`src/rtl/sysvec_pkg.sv`:
```
package sysvec_pkg;
    localparam int RST_SRC   = 11;
    localparam int SNMI_SRC  = 4;
    localparam int UNMI_SRC  = 3;
    localparam int CODE_W    = 6;
    localparam int DATA_W    = 16;
    localparam int ADDR_W    = 5;

    localparam logic [ADDR_W-1:0] OFS_RST  = 5'h1E;
    localparam logic [ADDR_W-1:0] OFS_SNMI = 5'h1C;
    localparam logic [ADDR_W-1:0] OFS_UNMI = 5'h1A;

    typedef enum logic [1:0] {
        SEL_NONE = 2'd0,
        SEL_RST  = 2'd1,
        SEL_SNMI = 2'd2,
        SEL_UNMI = 2'd3
    } bank_sel_e;

    // Event index i reports as code 2*(i+1); 0 means nothing pending.
    function automatic logic [CODE_W-1:0] code_of(input int idx);
        return CODE_W'((idx + 1) * 2);
    endfunction
endpackage

```
`src/rtl/sysvec_bank.sv`:
```
module sysvec_bank
    import sysvec_pkg::*;
#(
    parameter int NSRC = 4
) (
    input  logic              clk,
    input  logic              rst_n,
    input  logic [NSRC-1:0]   evt,
    input  logic              take,
    output logic [CODE_W-1:0] code,
    output logic              pend
);
    typedef struct packed {
        logic [NSRC-1:0] flags;
    } bank_st_t;

    bank_st_t st_d, st_q;
    logic [NSRC-1:0]   win_oh;
    logic [CODE_W-1:0] code_c;

    // Winner search: walk from the top so the lowest index is left standing.
    always_comb begin
        win_oh = '0;
        code_c = '0;
        for (int i = NSRC - 1; i >= 0; i--) begin
            if (st_q.flags[i]) begin
                win_oh    = '0;
                win_oh[i] = 1'b1;
                code_c    = code_of(i);
            end
        end
        st_d = st_q;
        // A new event overrides the retirement of the same flag.
        st_d.flags = (st_q.flags & ~(take ? win_oh : '0)) | evt;
    end

    always_ff @(posedge clk or negedge rst_n) begin
        if (!rst_n) st_q <= '0;
        else        st_q <= st_d;
    end

    assign code = code_c;
    assign pend = |st_q.flags;
endmodule

```
`src/rtl/sysvec_gen.sv`:
```
module sysvec_gen
    import sysvec_pkg::*;
(
    input  logic              clk,
    input  logic              rst_n,
    input  logic              bus_sel,
    input  logic              bus_wr,
    input  logic [ADDR_W-1:0] bus_addr,
    input  logic [DATA_W-1:0] bus_wdata,
    output logic [DATA_W-1:0] bus_rdata,
    input  logic [RST_SRC-1:0]  rst_evt,
    input  logic [SNMI_SRC-1:0] snmi_evt,
    input  logic [UNMI_SRC-1:0] unmi_evt,
    output logic              snmi_req,
    output logic              unmi_req
);
    bank_sel_e         sel_c;
    logic [CODE_W-1:0] rst_code, snmi_code, unmi_code, code_mux;
    logic              rst_pend;
    logic              wdata_unused;

    assign wdata_unused = ^bus_wdata;

    always_comb begin
        sel_c = SEL_NONE;
        if (bus_sel && !bus_wr) begin
            case (bus_addr)
                OFS_RST:  sel_c = SEL_RST;
                OFS_SNMI: sel_c = SEL_SNMI;
                OFS_UNMI: sel_c = SEL_UNMI;
                default:  sel_c = SEL_NONE;
            endcase
        end
        case (sel_c)
            SEL_RST:  code_mux = rst_code;
            SEL_SNMI: code_mux = snmi_code;
            SEL_UNMI: code_mux = unmi_code;
            default:  code_mux = '0;
        endcase
    end

    assign bus_rdata = {{(DATA_W-CODE_W){1'b0}}, code_mux};

    sysvec_bank #(.NSRC(RST_SRC)) u_rst (
        .clk(clk), .rst_n(rst_n), .evt(rst_evt),
        .take(sel_c == SEL_RST), .code(rst_code), .pend(rst_pend)
    );

    sysvec_bank #(.NSRC(SNMI_SRC)) u_snmi (
        .clk(clk), .rst_n(rst_n), .evt(snmi_evt),
        .take(sel_c == SEL_SNMI), .code(snmi_code), .pend(snmi_req)
    );

    sysvec_bank #(.NSRC(UNMI_SRC)) u_unmi (
        .clk(clk), .rst_n(rst_n), .evt(unmi_evt),
        .take(sel_c == SEL_UNMI), .code(unmi_code), .pend(unmi_req)
    );
endmodule

```
`config.mk`:
```
export PLATFORM = sky130hd
export DESIGN_NAME = sysvec_gen
export DESIGN_NICKNAME = d
export VERILOG_FILES = /design/src/rtl/sysvec_pkg.sv /design/src/rtl/sysvec_bank.sv /design/src/rtl/sysvec_gen.sv
export SDC_FILE = /design/constraint.sdc
export NUM_CORES = 1
export LEC_CHECK = 0
export ABC_AREA = 1
export ABC_CLOCK_PERIOD_IN_PS = 1750
export BUFFER_PORTS_ARGS = -buffer_cell sky130_fd_sc_hd__buf_2
export CAP_MARGIN = 0
export CORE_ASPECT_RATIO = 1.4
export CORE_MARGIN = 2
export CORE_UTILIZATION = 47
export CTS_CLUSTER_DIAMETER = 80
export CTS_CLUSTER_SIZE = 8
export DETAILED_ROUTE_END_ITERATION = 8
export PLACE_DENSITY = 0.81
export SKIP_LAST_GASP = 1
export SYNTH_ARGS = -nofsm -noshare
export SYNTH_HDL_FRONTEND = slang
export SYNTH_HIERARCHICAL = 1
export SYNTH_SLANG_ARGS = --single-unit
export TNS_END_PERCENT = 30
```
`constraint.sdc`:
```
create_clock -name clk -period 1.75 [get_ports clk]
set_clock_uncertainty 0.15 [all_clocks]
set_input_delay 0.0875 -clock clk [delete_from_list [all_inputs] [get_ports clk]]
set_output_delay 0.0875 -clock clk [all_outputs]
set_load 0.02 [all_outputs]
```
==> results_dict.tcl <==
set metrics [dict create \
    cts.htree.levels 1 \
    setup_viol 3 \
    ant_nets 0 \
    clk_pin_slew_ns 0.10 \
    cts_made_buffers 3 \
    violations "setup timing" \
    finalHoldViolCount 0 \
    start_util_pct 50.1 \
    portBuffers 32 \
    routed_via_density 4.46 \
    ff_latch_area_um2 450 \
    rsz0062_at_grt "yes" \
    area_growth_pct 25.5 \
    wl_per_cell_um 9.37 \
    max_freq_mhz 553 \
    cts_tree "done" \
    whs_ns 0.0759 \
    syn-instance-count 175 \
    num_antenna_cells 0 \
    min_period_ns 1.81 \
    critical_path_arrival_ns 1.57 \
    status "finished with violations" \
    multi_input_area_um2 668 \
    dp_hpwl_um 1790 \
    crit_type "reg -> out" \
    post-route-period-util_pct 103 \
    placed_area_um2 1440 \
    overflow 0 \
    setup_tns_ns -0.148 \
    power.density_nw_per_um2 440 \
    row_count 22 \
    drcViolationCount 0 \
    cts.sinks 18 \
    antenna_found_initial 0 \
    critPathMaxFanout 4 \
    avgSynthCellArea_um2 7.65 \
    final_cell_area_um2 1680 \
    syn-cell-area_um2 1340 \
    clk_latency_ns 0.28 \
    globalplace.congestion 0.795 \
    grt_pass1_wl_um 4400 \
    drt_pass1_iterations 4 \
    peakVddDrop_mv 0.465 \
    io_pins 61 \
    yosysWarnings 6 \
    dieArea_um2 3300 \
    required_ns 1.51 \
    grt_util_all_layers_pct 17.2 \
    fin_ws_ns -0.0593 \
    clk_path_buf_depth 2 \
    drt_iter0_drc 30 \
    vias 1168 \
    drive_gt1_share_pct 27.9 \
    core_area_um2 2670 \
    drv_slew 0 \
    fillCellCount 265 \
    leakagePower_uw 0.000882 \
    grt_pass1_vias 1097 \
    hp-class "in -> reg" \
    root_buffer "clkbuf_4" \
    grt_max_degree 19 \
    start_kind "flop" \
    worst_setup_path_end_kind "output port" \
    drv_cap 0 \
    fp.dieH_um 67.2 \
    dieWidth_um 49.1 \
    place_ws_ns 0.199 \
    drt_wl_total_um 2460 \
    fin_nets 271 \
]
cells in the final DEF, fill, tap and decap left out:
| cell | n |
|---|---|
| a21o_1 | 3 |
| a21oi_1 | 3 |
| buf_2 | 30 |
| buf_4 | 5 |
| buf_6 | 1 |
| clkbuf_4 | 3 |
| conb_1 | 19 |
| dfrtp_1 | 18 |
| dlygate4sd3_1 | 19 |
| inv_1 | 22 |
| inv_2 | 6 |
| nand2_1 | 25 |
| nand2_2 | 6 |
| nand3_1 | 21 |
| nand3_2 | 2 |
| nand4_1 | 7 |
| nor2_1 | 8 |
| nor2_2 | 2 |
| nor2_4 | 6 |
| nor2_8 | 1 |
| nor3_1 | 2 |
| nor4_1 | 2 |
| o21ai_0 | 3 |
| o21ai_2 | 1 |
| o21bai_1 | 11 |
per-stage QoR:
step | total power, µW | utilization, % | cells
5_1_grt | 776 | 62.9 | 262
4_1_cts | 744 | 62.4 | 261
3_5_place_dp | 517 | 53.9 | 238
3_3_place_gp | 517 | 53.9 | 238
6_report | 740 | 62.9 | 262
2_1_floorplan | 514 | - | 190
where the power goes:
group	switching [µW]	internal [µW]	leakage, µW	total (µW)
clock network	117	79.9	0.0000138	197
logic	66.0	60.0	0.000710	126
registers	0.411	416	0.000158	416
final timing paths:
path	startpoint	endpoint	slack [ns]	cells past startpoint
max reg2reg	u_rst/st_q[2]	u_rst/st_q[10]	0.40	8
min in group asynchronous	rst_n	u_rst/st_q[0]	0.10	2
max	u_rst/st_q[4]	bus_rdata[4]	-0.06	6
min	bus_wr	u_snmi/st_q[0]	0.08	5
min reg2reg	u_snmi/st_q[3]	u_snmi/st_q[3]	0.33	2
max in group asynchronous	rst_n	u_rst/st_q[7]	1.07	2
flip-flops by register name, indices dropped and copies added (netlist names):
register / cells
u_unmi/st_q: 3
u_rst/st_q: 11
u_snmi/st_q: 4
worst max-delay path, cell delays in order (launching register included):
cell and delay (ns):
dfrtp_1 0.42, nor2_4 0.17, nand2_2 0.09, nor3_1 0.23
nand4_1 0.12, nand3_1 0.09, buf_2 0.16
area by class of cell:
type | count | area share [%]
Inverter | 28 | 6.25
Tap cell | 36 | 2.68
Timing Repair Buffer | 55 | 23.2
Clock buffer | 3 | 1.34
Multi-Input combinational cell | 122 | 39.8
Sequential cell | 18 | 26.8
per-layer routing:
layer	routed length (µm)	global-route usage, %	vias to the layer above
li1	-	-	625
met1	957	19.3	514
met2	1370	32.9	25
met3	94	1.55	4
met4	29	7.50	0
met5	0	0	-
what timing repair did:
item                                    CTS  global route
hold buffers                             19             0
resized for setup                         2             2
hold endpoints to repair                 36             0
cloned                                    0             0
endpoints found under the setup margin    3             4
pin swaps                                 0             0
buffers inserted                          1             1
(Power assumes the default switching activity.)
